--- src/rtl/acc_cpu_pkg.sv ---
package acc_cpu_pkg;

  localparam int OPC_W = 4;

  localparam logic [OPC_W-1:0] OP_NOP = 4'd0;
  localparam logic [OPC_W-1:0] OP_LDA = 4'd1;
  localparam logic [OPC_W-1:0] OP_STA = 4'd2;
  localparam logic [OPC_W-1:0] OP_ADD = 4'd3;
  localparam logic [OPC_W-1:0] OP_SUB = 4'd4;
  localparam logic [OPC_W-1:0] OP_IN  = 4'd5;
  localparam logic [OPC_W-1:0] OP_OUT = 4'd6;
  localparam logic [OPC_W-1:0] OP_JMP = 4'd7;
  localparam logic [OPC_W-1:0] OP_JN  = 4'd8;
  localparam logic [OPC_W-1:0] OP_HLT = 4'd9;

  // Step to be performed at the next rising edge
  typedef enum logic [2:0] {
    ST_F1, ST_F2, ST_F3, ST_E1, ST_E2, ST_E3, ST_E4, ST_HALT
  } step_t;

  typedef struct packed {
    logic io_wr;
    logic io_rd;
    logic mem_wr;
    logic mem_rd;
  } strobe_t;

  // Control word produced by the sequencer for one edge
  typedef struct packed {
    logic    addr_pc;
    logic    addr_opr;
    logic    ir_load;
    logic    pc_inc;
    logic    pc_jump;
    logic    acc_load_bus;
    logic    b_load;
    logic    acc_alu;
    logic    alu_sub;
    logic    drive;
    logic    halt;
    strobe_t strobe;
  } ctl_t;

endpackage

--- src/rtl/acc_cpu_alu.sv ---
module acc_cpu_alu #(
  parameter int W = 12
) (
  input  logic [W-1:0] a,
  input  logic [W-1:0] b,
  input  logic         sub,
  output logic [W-1:0] y
);

  always_comb begin
    if (sub) y = a - b;
    else     y = a + b;
  end

endmodule

--- src/rtl/acc_cpu_ctrl.sv ---
module acc_cpu_ctrl
  import acc_cpu_pkg::*;
(
  input  logic             clk,
  input  logic             rst,
  input  logic [OPC_W-1:0] opcode,
  input  logic             acc_neg,
  output ctl_t             ctl
);

  step_t state, state_nxt;

  logic op_mem_in, op_port_in, op_writer, op_operand;

  always_comb begin
    op_mem_in  = (opcode == OP_LDA) || (opcode == OP_ADD) || (opcode == OP_SUB);
    op_port_in = (opcode == OP_IN);
    op_writer  = (opcode == OP_STA) || (opcode == OP_OUT);
    op_operand = op_mem_in || op_port_in || op_writer;
  end

  always_comb begin
    ctl       = '0;
    state_nxt = state;
    case (state)
      ST_F1: begin
        ctl.addr_pc = 1'b1;
        state_nxt   = ST_F2;
      end
      ST_F2: begin
        ctl.strobe.mem_rd = 1'b1;
        state_nxt         = ST_F3;
      end
      ST_F3: begin
        ctl.ir_load = 1'b1;
        ctl.pc_inc  = 1'b1;
        state_nxt   = ST_E1;
      end
      ST_E1: begin
        state_nxt = ST_F1;
        if (op_operand) begin
          ctl.addr_opr = 1'b1;
          state_nxt    = ST_E2;
        end else if (opcode == OP_JMP) begin
          ctl.pc_jump = 1'b1;
        end else if (opcode == OP_JN) begin
          ctl.pc_jump = acc_neg;
        end else if (opcode == OP_HLT) begin
          ctl.halt  = 1'b1;
          state_nxt = ST_HALT;
        end
      end
      ST_E2: begin
        state_nxt = ST_E3;
        if (op_port_in)     ctl.strobe.io_rd  = 1'b1;
        else if (op_writer) ctl.drive         = 1'b1;
        else                ctl.strobe.mem_rd = 1'b1;
      end
      ST_E3: begin
        state_nxt = ST_F1;
        if (opcode == OP_ADD || opcode == OP_SUB) begin
          ctl.b_load = 1'b1;
          state_nxt  = ST_E4;
        end else if (opcode == OP_STA) begin
          ctl.drive         = 1'b1;
          ctl.strobe.mem_wr = 1'b1;
        end else if (opcode == OP_OUT) begin
          ctl.drive        = 1'b1;
          ctl.strobe.io_wr = 1'b1;
        end else begin
          ctl.acc_load_bus = 1'b1;
        end
      end
      ST_E4: begin
        ctl.acc_alu = 1'b1;
        ctl.alu_sub = (opcode == OP_SUB);
        state_nxt   = ST_F1;
      end
      ST_HALT: state_nxt = ST_HALT;
      default: state_nxt = ST_F1;
    endcase
  end

  always_ff @(posedge clk) begin
    if (rst) state <= ST_F1;
    else     state <= state_nxt;
  end

endmodule

--- src/rtl/acc_cpu_dpath.sv ---
module acc_cpu_dpath
  import acc_cpu_pkg::*;
#(
  parameter int DATA_W = 12,
  parameter int ADDR_W = 8
) (
  input  logic              clk,
  input  logic              rst,
  input  ctl_t              ctl,
  input  logic [DATA_W-1:0] din,
  output logic [OPC_W-1:0]  opcode,
  output logic              acc_neg,
  output logic [ADDR_W-1:0] addr_q,
  output logic [DATA_W-1:0] dout_q,
  output logic              drive_q,
  output strobe_t           strobe_q,
  output logic              halted_q
);

  localparam int SIGN_BIT = DATA_W - 1;
  localparam int OPC_MSB  = DATA_W - 1;

  logic [ADDR_W-1:0] pc;
  logic [DATA_W-1:0] ir;
  logic [DATA_W-1:0] acc;
  logic [DATA_W-1:0] b_q;
  logic [DATA_W-1:0] alu_y;
  logic [ADDR_W-1:0] operand;

  assign operand = ir[ADDR_W-1:0];
  assign opcode  = ir[OPC_MSB -: OPC_W];
  assign acc_neg = acc[SIGN_BIT];

  acc_cpu_alu #(.W(DATA_W)) u_alu (
    .a   (acc),
    .b   (b_q),
    .sub (ctl.alu_sub),
    .y   (alu_y)
  );

  always_ff @(posedge clk) begin
    if (rst) begin
      pc       <= '0;
      ir       <= '0;
      acc      <= '0;
      b_q      <= '0;
      addr_q   <= '0;
      dout_q   <= '0;
      drive_q  <= 1'b0;
      strobe_q <= '0;
      halted_q <= 1'b0;
    end else begin
      strobe_q <= ctl.strobe;
      drive_q  <= ctl.drive;
      if (ctl.drive)        dout_q <= acc;
      if (ctl.addr_pc)      addr_q <= pc;
      else if (ctl.addr_opr) addr_q <= operand;
      if (ctl.ir_load)      ir <= din;
      if (ctl.pc_inc)       pc <= pc + 1'b1;
      else if (ctl.pc_jump) pc <= operand;
      if (ctl.acc_load_bus) acc <= din;
      else if (ctl.acc_alu) acc <= alu_y;
      if (ctl.b_load)       b_q <= din;
      if (ctl.halt)         halted_q <= 1'b1;
    end
  end

  // The address bus only moves in cycles that carry no strobe
  assert_addr_quiet_R2: assert property (@(posedge clk) disable iff (rst)
    (addr_q != $past(addr_q)) |-> (strobe_q == '0));

endmodule

--- src/rtl/acc_cpu_core.sv ---
module acc_cpu_core
  import acc_cpu_pkg::*;
#(
  parameter int DATA_W = 12,
  parameter int ADDR_W = 8
) (
  input  logic              clk,
  input  logic              rst,
  input  logic [DATA_W-1:0] din_i,
  output logic [ADDR_W-1:0] addr_o,
  output logic [DATA_W-1:0] dout_o,
  output logic              dout_en_o,
  output logic              mem_rd_o,
  output logic              mem_wr_o,
  output logic              io_rd_o,
  output logic              io_wr_o,
  output logic              halted_o
);

  ctl_t             ctl;
  logic [OPC_W-1:0] opcode;
  logic             acc_neg;
  strobe_t          strobe;

  acc_cpu_ctrl u_ctrl (
    .clk     (clk),
    .rst     (rst),
    .opcode  (opcode),
    .acc_neg (acc_neg),
    .ctl     (ctl)
  );

  acc_cpu_dpath #(.DATA_W(DATA_W), .ADDR_W(ADDR_W)) u_dpath (
    .clk      (clk),
    .rst      (rst),
    .ctl      (ctl),
    .din      (din_i),
    .opcode   (opcode),
    .acc_neg  (acc_neg),
    .addr_q   (addr_o),
    .dout_q   (dout_o),
    .drive_q  (dout_en_o),
    .strobe_q (strobe),
    .halted_q (halted_o)
  );

  assign mem_rd_o = strobe.mem_rd;
  assign mem_wr_o = strobe.mem_wr;
  assign io_rd_o  = strobe.io_rd;
  assign io_wr_o  = strobe.io_wr;

  assert_one_strobe_R9: assert property (@(posedge clk) disable iff (rst)
    $countones({mem_rd_o, mem_wr_o, io_rd_o, io_wr_o}) <= 1);

  assert_no_drive_on_read_R9: assert property (@(posedge clk) disable iff (rst)
    (mem_rd_o || io_rd_o) |-> !dout_en_o);

  assert_write_driven_R5: assert property (@(posedge clk) disable iff (rst)
    (mem_wr_o || io_wr_o) |-> dout_en_o);

  assert_halt_quiet_R8: assert property (@(posedge clk) disable iff (rst)
    halted_o |-> !(mem_rd_o || mem_wr_o || io_rd_o || io_wr_o || dout_en_o));

  assert_halt_sticky_R8: assert property (@(posedge clk) disable iff (rst)
    halted_o |=> (halted_o && $stable(addr_o)));

  assert_read_addr_held_R2: assert property (@(posedge clk) disable iff (rst)
    $rose(mem_rd_o) |-> $stable(addr_o));

endmodule

--- config.mk ---
export PLATFORM = sky130hd
export DESIGN_NAME = acc_cpu_core
export DESIGN_NICKNAME = d
export VERILOG_FILES = /design/src/rtl/acc_cpu_pkg.sv /design/src/rtl/acc_cpu_alu.sv /design/src/rtl/acc_cpu_ctrl.sv /design/src/rtl/acc_cpu_dpath.sv /design/src/rtl/acc_cpu_core.sv
export SDC_FILE = /design/constraint.sdc
export NUM_CORES = 1
export LEC_CHECK = 0
export ABC_AREA = 1
export BUFFER_PORTS_ARGS = -buffer_cell sky130_fd_sc_hd__clkbuf_2
export CORE_UTILIZATION = 48
export CTS_BUF_LIST = sky130_fd_sc_hd__clkbuf_4
export DETAILED_ROUTE_END_ITERATION = 12
export GPL_TIMING_DRIVEN = 0
export PLACE_DENSITY_LB_ADDON = 0.1
export SKIP_LAST_GASP = 1
export SYNTH_ARGS = -nofsm -noshare
export SYNTH_HDL_FRONTEND = slang
export SYNTH_SLANG_ARGS = --single-unit
--- constraint.sdc ---
create_clock -name clk -period 3.8 [get_ports clk]
set_input_delay 0 -clock clk [delete_from_list [all_inputs] [get_ports clk]]
set_output_delay 0 -clock clk [all_outputs]
set_load 0.005 [all_outputs]
==> results.yml <==
yosys:
  ys_seq_elements: 73
  synth_mux_area_share_pct: 0
  async_sr_flop_fraction_pct: 0
  post-synth-top-count-cell: "nand2_1"
  yosys_warning_count: 0
  synth_area_leader_cell: "dfxtp_1"
  synth.yosys.seq_area_share_pct: 38.21
  syn_nets: 585
  ys_dominant_reg_cell: "dfxtp_1"
  post_synth_most_frequent_cells: "nand2_1 (122), dfxtp_1 (73), nor2_1 (71)"
  synth-compound-area-share_pct: 17.44
  synth.distinct_cells: 34
  ys_top_cells_by_area: "dfxtp_1 (38%), nand2_1 (12%), nor2_1 (7.0%)"
  synthSimpleGateAreaFrac_pct: 27.25
  largest_family_of_logic_cells_by_synthesized_area: "simple AND/OR/NAND/NOR gates"
  xor_xnor_portion_of_the_synthesized_cell_area_pct: 3.664
  adder_cell_share_of_the_synthesized_area_pct: 4.776
  synth_top_area_share_pct: 38.21
  avgSynthCellArea_sq_um: 6.867
  synth_edf_count: 0
  syn_inst: 557
  synthesis.area_sq_um: 3825
floorplan:
  core_area_sq_um: 7727
  floorplan.io_pins: 40
  placement_rows: 32
  die_area_sq_um: 8329
  floorplan.die.height_microns: 91.27
  initial_utilization_pct: 49.50
  chipWidth_microns: 91.27
grt:
  first_global_vias: 3530
  grt_usage_pct: 26.13
  antenna_violations_before_repair: 0
  grt_max_degree: 14
  overflow: 0
  grt_pass1_wl_microns: 17140
finish:
  area_growth_pct: 16.16
  stdcell_area_sq_um: 4443
  inserted_diodes: 0
  layout-drive-gt1-share_pct: 12.16
  final_nets: 648
  fillerInstances: 765
sta:
  max_clock_freq_mhz: 339.9
  min_period_ps: 2942
  rsz0062_at_grt: "false"
  timing_hold_violations_final: 0
  setup_slack_ps: 857.8
  setup_tns_ps: 0
  timing_worst_slew_pin_value_ps: 682.2
  total_count_of_max_transition_violations_in_the_final_report: 0
  setup_violations: 0
  final_min_period_over_clock_period_pct: 77.43
  slew_headroom_pct: 54.04
  fin_hold_ws_ps: 382.7
  fin_worst_skew_ps: 19.65
power_and_ir_drop:
  total_power_mw: 1.652
  power.ir.vdd_worst_uv: 251.3
  leakagePower_nw: 1.980
  pwr_dens_nw_per_um2: 371.8
clock_network:
  cts_inserted_buffers: 9
  clockRootBuffer: "clkbuf_4"
  cts_setup_buffers: 0
  ctsHtreeMaxLevel: 3
  maximum_buffer_depth_of_the_clock_tree: 2
  tritoncts_clock_tree: "yes"
  numClockSinks: 73
  insertion_delay_ps: 430
  clk_pin_slew_worst_paths_ps: 130
job:
  number_of_maximum_capacitance_constraint_violations: 0
route:
  detailedRoute.firstIterationViolations: 213
  detail_route.drc_violations: 0
  route.detailed.wl_per_inst_microns: 14.30
  detail-route-antenna-nets: 0
  route.detailed.vias_per_inst: 5.268
  firstDrtPassIters: 4
  detailroute.via_count: 3830
  detail_route.wirelength_microns: 10400
placed_design:
  pre_cts_slack_ps: 905.2
  port_bufs: 39
  dp_hpwl_microns: 7811
  place_congestion: 0.8755
  place_area_sq_um: 4148
setup_path:
  crit_path_slowest_cell: "dfxtp_1"
  crit_chain: "inv_2, nor3_2, buf_2, a21oi_1, xnor2_1, ha_1, nand2_1, nand2_1, nor2_1, nor2_1, inv_1, nand3_1, nand2_1, nand3_1, a21oi_1"
  worst_setup_path_start_kind: "flop"
  worst_r2r_path_depth: 15
  critical_path.max_stage_delay_ps: 480
  rr_startpoint: "u_ctrl.state[2]"
  critPathRequiredTime_ps: 4150
  criticalPathCategory: "flop to flop"
  critical_path.n_buffers_inverters: 3
  arrival_ps: 3300
  end_of_the_worst_register_to_register_path: "u_dpath.acc[11]"
  regToRegSetupSlack_ps: 860
  critical_path.max_fanout: 10
  timing.critical_path.depth: 15
  worstSetupEndpoint: "u_dpath.acc[11]"
  crit_family: "simple AND/OR/NAND/NOR gates"
  critical-path-top-cell-by-count: "nand2_1"
  crit_path_end_kind: "flop"
  cp-startpoint: "u_ctrl.state[2]"
hold_path:
  whs_path_depth: 4
  holdCritPathClass: "input pin to flop"
run_status:
  outcome: "finished, final reports clean"
==> tightest hold or removal path, stage by stage <==
cell and delay, ps:
dlygate4sd3_1 530, clkbuf_2 120, nand2_1 60, a21oi_1 60
==> worst min path at each step <==
| stage | start | end | slack [ps] |
|---|---|---|---|
| global placement | din_i[2] | u_dpath.ir[2] | 280 |
| global route | din_i[6] | u_dpath.ir[6] | 410 |
| finish | din_i[2] | u_dpath.ir[2] | 380 |
| floorplan | din_i[10] | u_dpath.ir[10] | 130 |
| CTS | din_i[2] | u_dpath.ir[2] | 380 |
| detailed placement | din_i[1] | u_dpath.ir[1] | 280 |
==> logic make-up after synthesis <==
logic type,Yosys count
AND/OR/NAND/NOR,249
AO/OA/AOI/OAI,124
buffers and inverters,81
flip-flops,73
XOR/XNOR,16
adder cells (fa/ha/maj),14
==> power by group <==
group / leakage [nW] / switching, mW / internal (mW)
sequential: 0.591 / 0.0282 / 0.802
combinational: 1.30 / 0.158 / 0.0874
clock: 0.0870 / 0.300 / 0.277
==> cell usage in the layout (no fill, tap or decap), types with 4 or more instances in the layout <==
cell type and count:
o21ai_1 4, xor2_1 10, dfxtp_1 73, nand2_1 122
ha_1 13, clkbuf_1 7, xnor2_1 6, dlygate4sd3_1 13
buf_2 4, a31oi_1 17, nand3_1 36, o21ai_0 46
a21oi_1 46, inv_2 6, nand4_1 4, nor2_1 71
nor3_1 5, clkbuf_2 39, inv_1 59, clkbuf_4 10
==> through the flow <==
stage,util (%),cells
final,57.50,727
after global routing,57.50,727
after CTS,57.50,727
after detailed placement,53.68,698
after global placement,53.68,698
after floorplan,-,557
==> state kept, by name, indices dropped and copies added, names as in the netlist <==
register,cells
u_dpath.acc,12
u_dpath.b_q,12
u_dpath.dout_q,12
u_dpath.ir,12
u_dpath.addr_q,8
u_dpath.pc,8
u_dpath.strobe_q,4
u_ctrl.state,3
u_dpath.drive_q,1
u_dpath.halted_q,1
==> cell type report <==
class                      count  area, sq um  share of cell area, %
buffer                        15        83.83                  1.887
clock buffer                  10        75.07                  1.690
clock inverter                 6        90.09                  2.028
inverter                      66        247.7                  5.576
multi-input combinational    403         2032                  45.73
sequential                    73         1461                  32.89
tap                          102        127.6                  2.872
timing repair buffer          52        325.3                  7.322
==> what timing repair did <==
item	CTS	global route
hold buffers	13	0
hold endpoints to repair	38	0
gates resized for setup	0	0
==> per-layer routing <==
layer	wire length [microns]	global-route usage [%]	part of all wire [%]
met1	5351	38.45	51
met2	4514	39.71	43
met3	422	3.099	4.1
met4	108	8.201	1.0
met5	0	0	0
Power figures use the tool's default switching activity.
